--- config.mk ---
export PLATFORM = sky130hd
export DESIGN_NAME = sparse_readout_scanner
export DESIGN_NICKNAME = d
export VERILOG_FILES = /design/src/rtl/spr_pkg.sv /design/src/rtl/spr_col_find.sv /design/src/rtl/spr_row_seq.sv /design/src/rtl/sparse_readout_scanner.sv
export SDC_FILE = /design/constraint.sdc
export NUM_CORES = 1
export LEC_CHECK = 0
export CELL_PAD_IN_SITES_DETAIL_PLACEMENT = 0
export CELL_PAD_IN_SITES_GLOBAL_PLACEMENT = 2
export CORE_ASPECT_RATIO = 1.25
export CORE_MARGIN = 4
export CORE_UTILIZATION = 26
export CTS_CLUSTER_DIAMETER = 150
export DETAILED_ROUTE_END_ITERATION = 12
export PLACE_DENSITY_LB_ADDON = 0.08
export SKIP_LAST_GASP = 1
export SYNTH_ARGS = -nofsm -noshare
export SYNTH_HDL_FRONTEND = slang
export SYNTH_HIERARCHICAL = 1
export SYNTH_SLANG_ARGS = --single-unit
--- constraint.sdc ---
create_clock -name clk -period 5.6 [get_ports clk]
set_clock_uncertainty 0.15 [all_clocks]
set_input_delay 1.12 -clock clk [delete_from_list [all_inputs] [get_ports clk]]
set_output_delay 1.12 -clock clk [all_outputs]
set_load 0.01 [all_outputs]
--- src/rtl/spr_pkg.sv ---
package spr_pkg;
   typedef enum logic {
      SCAN_IDLE = 1'b0,
      SCAN_RUN  = 1'b1
   } scan_state_e;

   function automatic int width_of(input int n);
      return (n > 1) ? $clog2(n) : 1;
   endfunction
endpackage

--- src/rtl/spr_col_find.sv ---
module spr_col_find #(
   parameter int N_COLS = 80,
   parameter int COL_W  = 7
) (
   input  logic [N_COLS-1:0] empty_i,
   input  logic [COL_W-1:0]  from_i,
   output logic              found_o,
   output logic [COL_W-1:0]  col_o
);
   logic [N_COLS-1:0] cand;

   for (genvar i = 0; i < N_COLS; i++) begin : g_cand
      assign cand[i] = !empty_i[i] && (i >= int'(from_i));
   end

   always_comb begin
      found_o = 1'b0;
      col_o   = '0;
      for (int i = N_COLS - 1; i >= 0; i--) begin
         if (cand[i]) begin
            found_o = 1'b1;
            col_o   = COL_W'(i);
         end
      end
   end

   // a reported column is occupied and never behind the search pointer
   always_comb begin
      if (found_o) begin
         p_skip_r4: assert (!empty_i[col_o] && col_o >= from_i);
      end
   end
endmodule

--- src/rtl/spr_row_seq.sv ---
module spr_row_seq #(
   parameter int N_ROWS = 80,
   parameter int ROW_W  = 7
) (
   input  logic             clk,
   input  logic             rst_n,
   input  logic             load_i,
   input  logic [ROW_W-1:0] start_row_i,
   input  logic             step_i,
   output logic [ROW_W-1:0] row_o,
   output logic             last_row_o
);
   localparam int LEFT_W = $clog2(N_ROWS + 1);

   logic [LEFT_W-1:0] left_q;

   always_ff @(posedge clk or negedge rst_n) begin
      if (!rst_n) begin
         row_o  <= '0;
         left_q <= '0;
      end else if (load_i) begin
         row_o  <= (int'(start_row_i) >= N_ROWS) ? '0 : start_row_i;
         left_q <= LEFT_W'(N_ROWS);
      end else if (step_i) begin
         row_o  <= (int'(row_o) == N_ROWS - 1) ? '0 : row_o + 1'b1;
         left_q <= left_q - 1'b1;
      end
   end

   assign last_row_o = (left_q == LEFT_W'(1));

   // the addressed row always exists
   p_row_range_r3: assert property (@(posedge clk) disable iff (!rst_n)
      int'(row_o) < N_ROWS);

   // stepping off the top row wraps to row 0
   p_wrap_r2: assert property (@(posedge clk) disable iff (!rst_n)
      (step_i && !load_i && int'(row_o) == N_ROWS - 1) |=> (row_o == '0));
endmodule

--- src/rtl/sparse_readout_scanner.sv ---
module sparse_readout_scanner
   import spr_pkg::*;
#(
   parameter int N_ROWS    = 80,
   parameter int N_COLS    = 80,
   parameter int TS_W      = 14,
   parameter int HIT_DEPTH = 2,
   parameter int ROW_W     = 7,
   parameter int COL_W     = 7,
   parameter int HIT_W     = width_of(HIT_DEPTH)
) (
   input  logic              clk,
   input  logic              rst_n,
   input  logic              start_i,
   input  logic [ROW_W-1:0]  start_row_i,
   output logic [ROW_W-1:0]  sel_row_o,
   output logic [COL_W-1:0]  sel_col_o,
   output logic [HIT_W-1:0]  sel_hit_o,
   input  logic [N_COLS-1:0] row_empty_i,
   input  logic [TS_W-1:0]   pix_ts_i,
   input  logic              pix_last_i,
   output logic              out_valid_o,
   input  logic              out_ready_i,
   output logic [ROW_W-1:0]  out_row_o,
   output logic [COL_W-1:0]  out_col_o,
   output logic [TS_W-1:0]   out_ts_o,
   output logic              out_last_o,
   output logic              done_o
);
   if (N_ROWS < 2 || N_COLS < 2) begin : g_bad_dims
      $error("scanner needs at least two rows and two columns");
   end
   if ((1 << ROW_W) < N_ROWS || (1 << COL_W) < N_COLS) begin : g_bad_addr
      $error("address widths too narrow for array size");
   end
   if (HIT_DEPTH < 1 || (1 << HIT_W) < HIT_DEPTH) begin : g_bad_hits
      $error("hit slot parameters inconsistent");
   end

   scan_state_e       state_q;
   logic              busy;
   logic              load;
   logic [COL_W-1:0]  col_ptr_q;
   logic              found;
   logic [COL_W-1:0]  fcol;
   logic [ROW_W-1:0]  row;
   logic              last_row;
   logic [HIT_W-1:0]  hit;
   logic              hit_cap;
   logic              fire;
   logic              final_hit;
   logic              pix_done;
   logic              row_leave;
   logic              finish;

   assign busy = (state_q == SCAN_RUN);
   assign load = !busy && start_i;

   spr_col_find #(.N_COLS(N_COLS), .COL_W(COL_W)) i_col_find (
      .empty_i (row_empty_i),
      .from_i  (col_ptr_q),
      .found_o (found),
      .col_o   (fcol)
   );

   spr_row_seq #(.N_ROWS(N_ROWS), .ROW_W(ROW_W)) i_row_seq (
      .clk         (clk),
      .rst_n       (rst_n),
      .load_i      (load),
      .start_row_i (start_row_i),
      .step_i      (row_leave),
      .row_o       (row),
      .last_row_o  (last_row)
   );

   assign out_valid_o = busy && found;
   assign fire        = out_valid_o && out_ready_i;
   assign final_hit   = pix_last_i || hit_cap;
   assign pix_done    = fire && final_hit;
   assign row_leave   = busy && (!found || (pix_done && int'(fcol) == N_COLS - 1));
   assign finish      = row_leave && last_row;

   if (HIT_DEPTH == 1) begin : g_single_slot
      assign hit     = '0;
      assign hit_cap = 1'b1;
   end else begin : g_multi_slot
      logic [HIT_W-1:0] hit_q;
      always_ff @(posedge clk or negedge rst_n) begin
         if (!rst_n) begin
            hit_q <= '0;
         end else if (load || pix_done || row_leave) begin
            hit_q <= '0;
         end else if (fire) begin
            hit_q <= hit_q + 1'b1;
         end
      end
      assign hit     = hit_q;
      assign hit_cap = (hit_q == HIT_W'(HIT_DEPTH - 1));

      // slot index never passes the pixel depth
      p_hit_bound_r5: assert property (@(posedge clk) disable iff (!rst_n)
         int'(hit_q) < HIT_DEPTH);
   end

   always_ff @(posedge clk or negedge rst_n) begin
      if (!rst_n) begin
         state_q   <= SCAN_IDLE;
         col_ptr_q <= '0;
         done_o    <= 1'b0;
      end else begin
         done_o <= finish;
         if (load) begin
            state_q   <= SCAN_RUN;
            col_ptr_q <= '0;
         end else if (busy) begin
            if (row_leave) begin
               col_ptr_q <= '0;
               if (last_row) state_q <= SCAN_IDLE;
            end else if (pix_done) begin
               col_ptr_q <= fcol + 1'b1;
            end
         end
      end
   end

   assign sel_row_o  = row;
   assign sel_col_o  = fcol;
   assign sel_hit_o  = hit;
   assign out_row_o  = row;
   assign out_col_o  = fcol;
   assign out_ts_o   = pix_ts_i;
   assign out_last_o = final_hit;

   // a stalled word keeps its address and slot until taken
   p_hold_r6: assert property (@(posedge clk) disable iff (!rst_n)
      (out_valid_o && !out_ready_i) |=>
         (out_valid_o && $stable(out_row_o) && $stable(out_col_o) && $stable(sel_hit_o)));

   // done lasts a single clock
   p_done_pulse_r7: assert property (@(posedge clk) disable iff (!rst_n)
      done_o |=> !done_o);

   // a start during a scan does not reload the row
   p_start_ignored_r8: assert property (@(posedge clk) disable iff (!rst_n)
      (busy && start_i && !row_leave) |=> $stable(sel_row_o));

   // nothing is offered while idle after the done pulse
   p_idle_quiet_r1: assert property (@(posedge clk) disable iff (!rst_n)
      done_o |-> !out_valid_o || start_i);
endmodule

==> results by group <==
Yosys
  • Synth Area in Compound Gates: 0.451
  • Yosys top cell by area: dfrtp_1
  • Yosys cell types: 99
  • Adder-Cell Fraction of Synth Area: 0.0149
  • Syn nets: 751
  • Count leader, synth: a21oi_1
  • Post-synth EDFFs: 0
  • Main area contributors after synthesis: dfrtp_1 (13%), a21oi_1 (6.1%), buf_4 (6.1%), nor2_1 (4.0%), o21ai_0 (3.6%)
  • Post-synthesis xor/xnor area fraction: 0.0205
  • Post-synthesis mux area share: 0.00667
  • Syn Std Cell Area: 4690 sq um
  • Most used flip-flop cell after synthesis: dfrtp_1
  • Avg Inst Size Synth: around 7.3 sq um
  • Post-Synthesis Cells: 641
  • Yosys warns: 6
  • Simple-Gate Fraction of Synth Area: 0.251
  • Post-synth top area share: 0.128
  • Number of storage elements in the synthesis netlist: 24
  • Register area share after synthesis: 0.128
  • Main combinational cell family by area after synthesis: compound AO/OA/AOI/OAI gates
  • Asr flop ratio synth: 1.00
  • Commonest cells in the netlist: a21oi_1 (57), nor2_1 (50), nand2_1 (44)

Power
  • VDD IR max: around 0.15 mV
  • Leak: 0.00229 uW
  • P per Cell Area: 324 nW/um^2

Cells and area
  • Final Non-Filler Cells: 955
  • Fillers: ~1900
  • Ant diodes: 0
  • NumNets Final: 842
  • Layout cells sized above 1: 0.124
  • Area Overhead vs Synth: 29.4%

Floorplan
  • Num rows: 54
  • Die Area: 20300 sq um
  • Die Ht: 158 um
  • Die width: 128 um
  • # IOs: 152
  • Core box area: around 18000 sq um
  • Starting density of the core: 0.267

Detailed routing
  • Routed wire length: 20800 um
  • Met1 WL: 8720 um
  • Routed wl met2: 10700 um
  • ANT nets after route: 0
  • Top Layer Used: met4
  • Drt first pass iters: 5
  • Met3 wire len: 1030 um
  • DR vias/cell: 5.85
  • Initial DRC count: 443
  • Wirelength per Cell: 21.8 um
  • Drt drc: 0
  • Vias: 5587

Setup path
  • R2R cell count: 14
  • Flop2flop setup slack: around 0.23 ns
  • CP Buf/Inv Count: 2
  • Most Frequent Cell on Critical Path: o221ai_1
  • FF-to-FF End: i_row_seq/left_q[5]
  • Max Fanout on Critical Path: 22
  • Delay-heaviest family, CP: compound AO/OA/AOI/OAI gates
  • Critical Path RT: around 4.3 ns
  • Critical path class: reg2out
  • R2R Path Start: col_ptr_q[3]
  • Arrival @ worst endpoint: 4.17 ns
  • Cells along the critical path: and4_1, o22a_1, o31a_1, o221ai_1, a2111oi_2, o221ai_1, a31oi_1, buf_4, clkdlybuf4s50_1
  • Max stage delay on crit path: around 1.0 ns
  • Crit. End Element: primary output
  • CP max stage cell: dfrtp_1
  • Startpoint types: register

Placed design
  • Place WS: 0.0449 ns
  • Placed cells: 951
  • GP Congestion: 0.942
  • I/O Buffers: around 120
  • Hpwl dp: 16500 um

STA
  • Hold violation count in the final report: 0
  • TNS Setup: 0 ns
  • Tightest Pin Transition: 1.01 ns
  • Fin crit share: 0.972
  • Fmax: 184 MHz
  • Relative slew slack: 0.326
  • Final setup violation count: 0
  • Hold_ws: 0.410 ns
  • Fin. max-slew vios: 0
  • Worst setup margin: 0.157 ns
  • Setup repair after global routing missed its margin: no
  • Final Critical Period: 5.44 ns

Run status
  • Outcome: finished, final reports clean

Global routing
  • Initial antenna violation count: 0
  • Vias in the first global route: ~5400
  • GRT overflow: 0
  • Largest net degree at the start of global routing: 30
  • GRT Util Overall: 0.196
  • First-pass GRT wire length: around 32000 um

Clock network
  • Post-CTS setup buffers: 0
  • H-Tree Level Count: 1
  • Max clock buf depth: 2
  • Clock Pin Slew Worst Setup and Hold Paths: 0.07 ns
  • Root Driver: clkbuf_16
  • Clk_lat worst skew: 0.26 ns
  • Num CTS Buffers: 3
  • Clock sink count: 24
  • CTS tree: yes

Flow run
  • Max-cap violations: 0

Min path
  • Worst Hold End: i_row_seq/left_q[5]
  • HP Start: i_row_seq/left_q[5]
  • Worst hold path class: reg2reg
  • Hold path depth: 2
timing repair:
item	4_1_cts	5_1_grt
gates resized for setup	0	1
setup endpoints to repair	0	1
hold buffers	0	0
hold endpoints to repair	0	0
where the power goes:
part | leakage [uW] | internal [uW] | switching (uW)
sequential | 0.000305 | 197 | 139
clock | 0.0000511 | 142 | 66.4
combinational | 0.00193 | 614 | 804
total | 0.00229 | 954 | 1010
kinds of logic after synthesis:
family | Yosys count
AND/OR/NAND/NOR | 213
flip-flops | 24
multiplexers | 3
adder cells (fa/ha/maj) | 6
AO/OA/AOI/OAI | 291
buffers and inverters | 93
XOR/XNOR | 11
tightest hold or removal path: stages (launching register included):
cell,delay [ns]
dfrtp_1,0.39
o31ai_1,0.07
a21oi_1,0.06
worst max path at each step:
stage                    startpoint             endpoint  slack [ns]  cells past startpoint
floorplan           row_empty_i[70]  i_row_seq/left_q[5]        0.64                     13
global placement    row_empty_i[45]  i_row_seq/left_q[5]         0.1                     15
detailed placement  row_empty_i[45]  i_row_seq/left_q[5]        0.04                     15
CTS                    col_ptr_q[2]         sel_col_o[0]        0.17                      9
global route           col_ptr_q[1]  i_row_seq/left_q[5]        0.02                     15
finish                 col_ptr_q[3]         sel_col_o[0]        0.16                      9
stage by stage:
stage / util / cell area (sq um) / total power, uW
2_1_floorplan: - / 4690 / 1200
3_3_place_gp: 0.339 / 5960 / 1760
3_5_place_dp: 0.339 / 5960 / 1750
4_1_cts: 0.345 / 6070 / 1970
5_1_grt: 0.345 / 6070 / 2090
6_report: 0.345 / 6070 / 1960
final cells by class:
| class | instances | area (sq um) | share of cell area |
|---|---|---|---|
| clock buffer | 3 | 75.1 | 0.0124 |
| clock inverter | 1 | 30.0 | 0.00495 |
| inverter | 20 | 75.1 | 0.0124 |
| multi-input combinational | 524 | 3490 | 0.575 |
| sequential | 24 | 602 | 0.0992 |
| tap | 224 | 280 | 0.0462 |
| timing repair buffer | 159 | 1510 | 0.250 |
flip-flops by register name, indices dropped and copies added, names as in the netlist:
register,flops
col_ptr_q,7
busy,1
done_o,1
i_row_seq/row_o,7
sel_hit_o,1
i_row_seq/left_q,7
routing by layer:
metal | global-route usage | vias to the layer above
met2 | 0.363 | 210
met3 | 0.0216 | 21
li1 | - | 2633
met1 | 0.243 | 2723
met5 | 0 | -
met4 | 0.0445 | 0
placed cells by master, fill, tap and decap left out, drive strengths merged, types with 7 or more instances in the layout:
cell and count:
buf 36, nor2 52, o21ai 47, a221oi 10
o31a 8, nand2b 7, nand2 46, o211ai 9
xor2 7, and2 9, o21a 16, inv 20
or4 8, nor3 18, a211oi 16, a21oi 61
o31ai 11, o22ai 10, dfrtp 24, clkdlybuf4s50 123
a31oi 18, nand3 22, a21o 16
No activity file was read; power rests on OpenSTA's default activity.
